File: src/rtl/flash_prot_pkg.sv
package flash_prot_pkg;

    typedef enum logic [1:0] {
        OP_READ  = 2'b00,
        OP_PROG  = 2'b01,
        OP_ERASE = 2'b10,
        OP_NONE  = 2'b11
    } acc_op_e;

    // Member order gives the byte layout: rl = bit 2, ld = bit 1, wl = bit 0
    typedef struct packed {
        logic rl;
        logic ld;
        logic wl;
    } lock_t;

    localparam int LOCK_BITS = 3;
    localparam lock_t LOCK_RESET = '{rl: 1'b0, ld: 1'b0, wl: 1'b1};

endpackage

File: src/rtl/lock_bank.sv
module lock_bank
    import flash_prot_pkg::*;
#(
    parameter int NUM_BLOCKS = 8,
    parameter int ADDR_W     = 4,
    parameter int DATA_W     = 8
) (
    input  logic                  clk,
    input  logic                  rst_n,
    input  logic                  wr_en,
    input  logic [ADDR_W-1:0]     addr,
    input  logic [DATA_W-1:0]     wdata,
    output logic [NUM_BLOCKS-1:0] wl_vec,
    output logic [NUM_BLOCKS-1:0] rl_vec,
    output logic [NUM_BLOCKS-1:0] ld_vec
);

    lock_t wr_val;
    logic  unused_hi;

    assign wr_val    = lock_t'(wdata[LOCK_BITS-1:0]);
    assign unused_hi = ^wdata[DATA_W-1:LOCK_BITS];

    for (genvar b = 0; b < NUM_BLOCKS; b++) begin : g_cell
        lock_t cell_d, cell_q;
        logic  hit;

        assign hit = wr_en && (addr == ADDR_W'(b));

        always_comb begin
            cell_d = cell_q;
            if (hit && !cell_q.ld) begin
                cell_d = wr_val;
            end
        end

        always_ff @(posedge clk) begin
            if (!rst_n) begin
                cell_q <= LOCK_RESET;
            end else begin
                cell_q <= cell_d;
            end
        end

        assign wl_vec[b] = cell_q.wl;
        assign rl_vec[b] = cell_q.rl;
        assign ld_vec[b] = cell_q.ld;
    end

endmodule

File: src/rtl/reg_readback.sv
module reg_readback
    import flash_prot_pkg::*;
#(
    parameter int NUM_BLOCKS = 8,
    parameter int ADDR_W     = 4,
    parameter int DATA_W     = 8
) (
    input  logic                  clk,
    input  logic                  rst_n,
    input  logic                  rd_en,
    input  logic [ADDR_W-1:0]     addr,
    input  logic [NUM_BLOCKS-1:0] wl_vec,
    input  logic [NUM_BLOCKS-1:0] rl_vec,
    input  logic [NUM_BLOCKS-1:0] ld_vec,
    output logic [DATA_W-1:0]     rdata
);

    localparam int BLK_W = (NUM_BLOCKS > 1) ? $clog2(NUM_BLOCKS) : 1;

    typedef struct packed {
        logic [DATA_W-1:0] rdata;
    } rb_state_t;

    rb_state_t st_d, st_q;
    logic      in_map;
    logic [BLK_W-1:0] idx;
    lock_t     sel;

    assign in_map = ({1'b0, addr} < (ADDR_W+1)'(NUM_BLOCKS));
    assign idx    = addr[BLK_W-1:0];

    always_comb begin
        sel    = '0;
        sel.wl = wl_vec[idx];
        sel.ld = ld_vec[idx];
        sel.rl = rl_vec[idx];
        st_d       = '0;
        if (rd_en && in_map) begin
            st_d.rdata = DATA_W'(sel);
        end
    end

    always_ff @(posedge clk) begin
        if (!rst_n) begin
            st_q <= '0;
        end else begin
            st_q <= st_d;
        end
    end

    assign rdata = st_q.rdata;

endmodule

File: src/rtl/prot_judge.sv
module prot_judge
    import flash_prot_pkg::*;
#(
    parameter int NUM_BLOCKS = 8,
    parameter int BLK_W      = 3
) (
    input  logic                  clk,
    input  logic                  rst_n,
    input  logic                  acc_valid,
    input  logic [BLK_W-1:0]      acc_blk,
    input  logic [1:0]            acc_op,
    input  logic [NUM_BLOCKS-1:0] wl_vec,
    input  logic [NUM_BLOCKS-1:0] rl_vec,
    input  logic                  top_guard_n,
    input  logic                  main_guard_n,
    output logic                  acc_allow,
    output logic                  acc_zero,
    output logic                  acc_err
);

    typedef struct packed {
        logic err;
    } jd_state_t;

    jd_state_t st_d, st_q;
    logic [NUM_BLOCKS-1:0] hw_lock;
    logic [NUM_BLOCKS-1:0] eff_lock;
    logic                  is_rd;
    logic                  is_mod;

    for (genvar b = 0; b < NUM_BLOCKS; b++) begin : g_hw
        if (b == NUM_BLOCKS - 1) begin : g_top
            assign hw_lock[b] = !top_guard_n;
        end else begin : g_main
            assign hw_lock[b] = !main_guard_n;
        end
    end

    assign eff_lock = wl_vec | hw_lock;
    assign is_rd    = acc_valid && (acc_op_e'(acc_op) == OP_READ);
    assign is_mod   = acc_valid && ((acc_op_e'(acc_op) == OP_PROG) ||
                                    (acc_op_e'(acc_op) == OP_ERASE));

    always_comb begin
        acc_allow = is_rd || (is_mod && !eff_lock[acc_blk]);
        acc_zero  = is_rd && rl_vec[acc_blk];
        st_d      = '0;
        st_d.err  = is_mod && eff_lock[acc_blk];
    end

    always_ff @(posedge clk) begin
        if (!rst_n) begin
            st_q <= '0;
        end else begin
            st_q <= st_d;
        end
    end

    assign acc_err = st_q.err;

endmodule

File: src/rtl/flash_prot_regs.sv
module flash_prot_regs
    import flash_prot_pkg::*;
#(
    parameter int NUM_BLOCKS = 8,
    parameter int ADDR_W     = 4,
    parameter int DATA_W     = 8,
    localparam int BLK_W     = (NUM_BLOCKS > 1) ? $clog2(NUM_BLOCKS) : 1
) (
    input  logic              clk,
    input  logic              rst_n,
    input  logic              reg_wr,
    input  logic              reg_rd,
    input  logic [ADDR_W-1:0] reg_addr,
    input  logic [DATA_W-1:0] reg_wdata,
    output logic [DATA_W-1:0] reg_rdata,
    input  logic              busy,
    input  logic              top_guard_n,
    input  logic              main_guard_n,
    input  logic              acc_valid,
    input  logic [BLK_W-1:0]  acc_blk,
    input  logic [1:0]        acc_op,
    output logic              acc_allow,
    output logic              acc_zero,
    output logic              acc_err
);

    logic                  wr_en;
    logic                  rd_en;
    logic [NUM_BLOCKS-1:0] wl_vec;
    logic [NUM_BLOCKS-1:0] rl_vec;
    logic [NUM_BLOCKS-1:0] ld_vec;

    assign wr_en = reg_wr && !busy;
    assign rd_en = reg_rd && !busy;

    lock_bank #(
        .NUM_BLOCKS(NUM_BLOCKS),
        .ADDR_W    (ADDR_W),
        .DATA_W    (DATA_W)
    ) u_bank (
        .clk   (clk),
        .rst_n (rst_n),
        .wr_en (wr_en),
        .addr  (reg_addr),
        .wdata (reg_wdata),
        .wl_vec(wl_vec),
        .rl_vec(rl_vec),
        .ld_vec(ld_vec)
    );

    reg_readback #(
        .NUM_BLOCKS(NUM_BLOCKS),
        .ADDR_W    (ADDR_W),
        .DATA_W    (DATA_W)
    ) u_rb (
        .clk   (clk),
        .rst_n (rst_n),
        .rd_en (rd_en),
        .addr  (reg_addr),
        .wl_vec(wl_vec),
        .rl_vec(rl_vec),
        .ld_vec(ld_vec),
        .rdata (reg_rdata)
    );

    prot_judge #(
        .NUM_BLOCKS(NUM_BLOCKS),
        .BLK_W     (BLK_W)
    ) u_judge (
        .clk         (clk),
        .rst_n       (rst_n),
        .acc_valid   (acc_valid),
        .acc_blk     (acc_blk),
        .acc_op      (acc_op),
        .wl_vec      (wl_vec),
        .rl_vec      (rl_vec),
        .top_guard_n (top_guard_n),
        .main_guard_n(main_guard_n),
        .acc_allow   (acc_allow),
        .acc_zero    (acc_zero),
        .acc_err     (acc_err)
    );

endmodule

File: config.mk
export PLATFORM = sky130hd
export DESIGN_NAME = flash_prot_regs
export DESIGN_NICKNAME = d
export VERILOG_FILES = /design/src/rtl/flash_prot_pkg.sv /design/src/rtl/lock_bank.sv /design/src/rtl/reg_readback.sv /design/src/rtl/prot_judge.sv /design/src/rtl/flash_prot_regs.sv
export SDC_FILE = /design/constraint.sdc
export NUM_CORES = 1
export LEC_CHECK = 0
export ABC_AREA = 1
export BUFFER_PORTS_ARGS = -buffer_cell sky130_fd_sc_hd__buf_2
export CAP_MARGIN = 20
export CORE_ASPECT_RATIO = 0.9
export CORE_MARGIN = 5
export CORE_UTILIZATION = 35
export CTS_CLUSTER_SIZE = 25
export DETAILED_ROUTE_END_ITERATION = 16
export GPL_ROUTABILITY_DRIVEN = 0
export SETUP_SLACK_MARGIN = 0.02
export SYNTH_ARGS = -nofsm -noshare
export SYNTH_HDL_FRONTEND = slang
export SYNTH_SLANG_ARGS = --single-unit
File: constraint.sdc
create_clock -name clk -period 1.1 [get_ports clk]
set_input_delay 0.165 -clock clk [delete_from_list [all_inputs] [get_ports clk]]
set_output_delay 0.165 -clock clk [all_outputs]
set_load 0.05 [all_outputs]
# Word-level counts from Yosys, hierarchy flattened
# Index checks and enable logic that the tools add are counted.
[word_totals] reg_bits=33 input_bits=25 out_inout_bits=11 wordCells=91
[classes] magnitude_cmp=3 n_eq_ne=9 mux=10 n_bitwise=1 n_reduce_logical=41
[op_table] op="$logic_and 1x1->1" count=24
[op_table] op="$eq 4x3->1 const B" count=4
[op_table] op="$bmux 1 s3" count=5
[op_table] op="$logic_not 1->1" count=12
[op_table] op="$eq 4x2->1 const B" count=2
[op_table] op="$lt 3x4->1 const B" count=2
[op_table] op="$or 8x8->8" count=1
[op_table] op="$mux 1" count=5
[op_table] op="$eq 4x1->1 const B" count=1
[op_table] op="$logic_not 4->1" count=1
[op_table] op="$lt 4x4->1 const B" count=1
[op_table] op="$eq 2x1->1 const B" count=1
[op_table] op="$eq 2x2->1 const B" count=1
[op_table] op="$logic_not 2->1" count=1
[op_table] op="$logic_or 1x1->1" count=2
[op_table] op="$reduce_and 2->1" count=1

# Depth between registers and ports, before layout
[logic_depth] ltp_word=7 depth_mapped=8 mapped_depth_nobuf=8

# Cells and area by module
# A second synthesis with hierarchy kept.
[unflattened] hier_cells=302 area_unflattened_um2=1805.5
[modules_own_cells] module="lock_bank" n_inst=1 cells_per_inst=159 area_per_inst_um2=1079.8 seq_area_each_um2=480.5
[modules_own_cells] module="reg_readback" n_inst=1 cells_per_inst=90 area_per_inst_um2=435.4 seq_area_each_um2=60.1
[modules_own_cells] module="prot_judge" n_inst=1 cells_per_inst=49 area_per_inst_um2=275.3 seq_area_each_um2=20.0
[modules_own_cells] module="flash_prot_regs" n_inst=1 cells_per_inst=4 area_per_inst_um2=15.0 seq_area_each_um2=0.0

# Least setup slack after synthesis
# Ideal clock, no wire load.
[synth_timing] path_kind="register to output" start="register u_bank.g_cell[5].cell_q, in the netlist u_bank.rl_vec[5]" end="output port acc_zero" arrival_ns=1.294 t_required_ns=0.935 setup_slack_ns=-0.359 path_stages_with_launch=7 n_path_buf=0 path_cell_list="dfxtp_1 > inv_1 > a21oi_1 > o21ai_0 > nand3_1 > nand2_1 > nor2_1"
[synth_between] elab_chain_len=3
[synth_rtl] item="start, declared" line="lock_bank.sv:25" rtl="lock_t cell_d, cell_q;"
[synth_rtl] item="start signal, assigned" line="lock_bank.sv:41" rtl="cell_q <= cell_d;"
[synth_rtl] item="$bmux 1 s3" line="prot_judge.sv:46" rtl="acc_zero = is_rd && rl_vec[acc_blk];"
[synth_rtl] item="$mux 1 (implied by the code)" line="prot_judge.sv:46"
[synth_rtl] item="$logic_and 1x1->1" line="prot_judge.sv:46"
[synth_rtl] item="end, declared" line="flash_prot_regs.sv:23" rtl="output logic acc_zero,"
# Every way passes these cells. The select of a mux whose other input is x is not followed.

# Worst setup path after layout
[layout_timing] start="register u_bank.g_cell[7].cell_q, in the netlist u_bank.wl_vec[7]" end="output port acc_allow"
[layout_between] elab_chain_len=6
[layout_rtl] item="start, declared" line="lock_bank.sv:25"
[layout_rtl] item="start signal, assigned" line="lock_bank.sv:41"
[layout_rtl] item="$or 8x8->8" line="prot_judge.sv:39" rtl="assign eff_lock = wl_vec | hw_lock;"
[layout_rtl] item="$bmux 1 s3" line="prot_judge.sv:45" rtl="acc_allow = is_rd || (is_mod && !eff_lock[acc_blk]);"
[layout_rtl] item="$mux 1 (implied by the code)" line="prot_judge.sv:45"
[layout_rtl] item="$logic_not 1->1" line="prot_judge.sv:45"
[layout_rtl] item="$logic_and 1x1->1" line="prot_judge.sv:45"
[layout_rtl] item="$logic_or 1x1->1" line="prot_judge.sv:45"
[layout_rtl] item="end, declared" line="flash_prot_regs.sv:22" rtl="output logic acc_allow,"
# Every way passes these cells. The select of a mux whose other input is x is not followed.

==> results.json <==
{
  "die-height_um": 72.1,
  "cts_num_sinks": 28,
  "cts_root_buffer": "sky130_fd_sc_hd__clkbuf_8",
  "grt_setup_unrepaired": "true",
  "comb_power_share": 0.168,
  "power.density_cell_area_nw_per_um2": 1100,
  "timing.hold.worst_path_depth": 3,
  "timing.final.crit_share": 1.29,
  "crit_path_end_kind": "primary output",
  "netlist_area_um2": 1500,
  "die_width_um": 79.0,
  "final.setup_skew_ns": 0.00373,
  "cts_tree": "done",
  "internal_power_mw": 1.65,
  "grt-ovfl-total": 0,
  "grt_pass1_wl_um": 6890,
  "non_filler_instances": 340,
  "dr_iter_0_viols": 107,
  "cap_viol_max_count": 0,
  "final_period_demand_of_the_worst_path_ns": 1.42,
  "detail-route-antenna-nets": 0,
  "whs_ns": 0.204,
  "num-fill-cells": 440,
  "sequential_share_of_power": 0.464,
  "path_max_fanout": 2,
  "num_antenna_cells": 0,
  "run_status": "complete, but fails checks",
  "route.detailed.vias_per_inst": 4.69,
  "cts_buffer_depth": 2,
  "synth_area_per_cell_um2": 6.29,
  "critical_path_class": "reg -> out",
  "h-tree-depth": 1,
  "clock_buffers_created_by_tritoncts": 3,
  "placed_cells_incl_taps": 336,
  "number_of_global_route_vias_before_repair": 1572,
  "worstPathRequired_ns": 0.94,
  "routed_wire_length_um": 4000,
  "groute.usage.overall": 0.151,
  "io_buffer_count": 25,
  "initial_utilization": 0.365,
  "post_synth_inst_count": 238,
  "timing_hold_violations_final": 0,
  "setup_total_negative_slack_ns": -0.630,
  "worst_r2r_path_cells": 7,
  "slew_violations": 0,
  "vias": 1593,
  "floorplan.rows": 22,
  "wire_per_inst_um": 11.8,
  "maximum_vdd_ir_drop_mv": 0.643,
  "layout_overhead_on_the_synthesized_area_pct": 34.8,
  "power.share.switching": 0.257,
  "finalCoreUtilization": 0.492,
  "clk_transition_reported_paths_ns": 0.10,
  "grt_start_max_net_pins": 19,
  "power.static_leakage_nw": 1.01,
  "yosysWarningCount": 0,
  "drc_errors": 0,
  "cts_hold_repair.buffers": 0,
  "crit_arrival_ns": 1.26,
  "antenna_found_initial": 0,
  "postSynthRegisterBits": 28,
  "failed_checks": "setup timing",
  "clockPowerShare": 0.368,
  "io-pin-count": 36,
  "core_region_area_um2": 4100,
  "finalSetupViolCount": 2,
  "die-area_um2": 5690,
  "yosysUniqueCellTypes": 22,
  "achievable-frequency_ghz": 0.703,
  "setup_ws_ns": -0.322,
  "drtPass1Iterations": 4,
  "switchingPower_uw": 571,
  "start_kind": "flop",
  "layout.nets": 319,
  "clk-insertion-delay-late_ns": 0.28,
  "post_route_cells_drive_above_1_share": 0.312,
  "sequential_area_share_after_synthesis": 0.374,
  "detailed_place_hpwl_um": 3220,
  "power.total_mw": 2.22,
  "worst_hold_path_type": "in -> reg"
}
## cell type report
class / instances / area, µm² / share of cell area
Timing Repair Buffer: 57 / 402 / 0.199
Sequential cell: 28 / 568 / 0.281
Clock buffer: 3 / 41.3 / 0.0204
Multi-Input combinational cell: 170 / 795 / 0.393
Tap cell: 48 / 60.1 / 0.0297
Inverter: 33 / 124 / 0.0613
Clock inverter: 1 / 30.0 / 0.0149
## repair_timing
action                     in CTS  in global routing
setup endpoints to repair       2                  4
gates resized for setup        14                 15
pin swaps                       6                  9
setup buffers                   5                  0
## power by group through the flow
stage / sequential, mW / clock [mW] / combinational (mW)
3_5_place_dp: 1.06 / 0 / 0.350
4_1_cts: 1.03 / 0.831 / 0.376
6_report: 1.03 / 0.818 / 0.373
3_3_place_gp: 1.06 / 0 / 0.347
5_1_grt: 1.04 / 0.879 / 0.412
2_1_floorplan: 1.07 / 0 / 0.211
## layout by cell type (no fill, tap or decap), drive strengths merged, types with 2 or more instances in the layout
cell type	netlist	routed
a21oi	14	14
buf	10	57
clkbuf	1	3
conb	1	5
dfxtp	28	28
inv	33	33
nand2	62	62
nand3	27	27
nand4	2	2
nor2	40	40
nor3	5	5
o21ai	12	12
## sequential cells by signal, summed over array words and instances (netlist names)
register	cells
u_judge.acc_err	1
u_rb.rdata	3
u_bank.rl_vec	8
u_bank.wl_vec	8
u_bank.ld_vec	8
## path summary, 6_finish.rpt
| kind | from | end | slack (ns) |
|---|---|---|---|
| worst max register to register | u_bank.wl_vec[7] | u_rb.rdata[0] | 0.11 |
| worst max-delay path | u_bank.wl_vec[7] | acc_allow | -0.32 |
| worst min register to register | u_bank.ld_vec[2] | u_bank.ld_vec[2] | 0.48 |
| worst min-delay path | reg_wdata[0] | u_bank.wl_vec[6] | 0.20 |
## stage by stage
step,setup slack (ns),instance area (µm²)
3_3_place_gp,-0.206,1890
2_1_floorplan,-0.0196,1520
5_1_grt,-0.411,2020
3_5_place_dp,-0.235,1890
4_1_cts,-0.334,2020
6_report,-0.322,2020
## kinds of logic after synthesis
family,share of synthesized area
buf+inv,0.131
fa+ha+maj,0.00835
flops,0.374
other cells,0.00250
simple gates,0.388
compound gates,0.0961
## cell usage after synthesis (all sizes together)
library cell  count  share of area
clkbuf            1         0.0025
o22ai             1         0.0042
o21ai            12          0.040
o211ai            1         0.0050
nor2             40           0.11
nand4             2         0.0084
a21oi            14          0.047
inv              33          0.083
buf              10          0.046
dfxtp            28           0.37
nand3            27          0.094
ha                1         0.0084
conb              1         0.0025
nand2            62           0.16
nor3              5          0.020
## per-layer routing
metal,vias to the layer above,wire [µm],track usage,part of all wire
met4,0,23,0.0229,0.0057
met2,34,1890,0.259,0.47
met1,709,1870,0.197,0.47
met3,4,212,0.0372,0.053
met5,-,0,0,0
li1,846,-,-,-
## critical path: stages (launching register included)
cell	delay (ns)
sky130_fd_sc_hd__dfxtp_2	0.34
sky130_fd_sc_hd__inv_2	0.07
sky130_fd_sc_hd__nand3_1	0.06
sky130_fd_sc_hd__nand3_1	0.09
sky130_fd_sc_hd__nand3_1	0.07
sky130_fd_sc_hd__nand2_1	0.08
sky130_fd_sc_hd__nand2_1	0.06
sky130_fd_sc_hd__nand2_2	0.07
sky130_fd_sc_hd__buf_8	0.14
(Power assumes the default switching activity.)
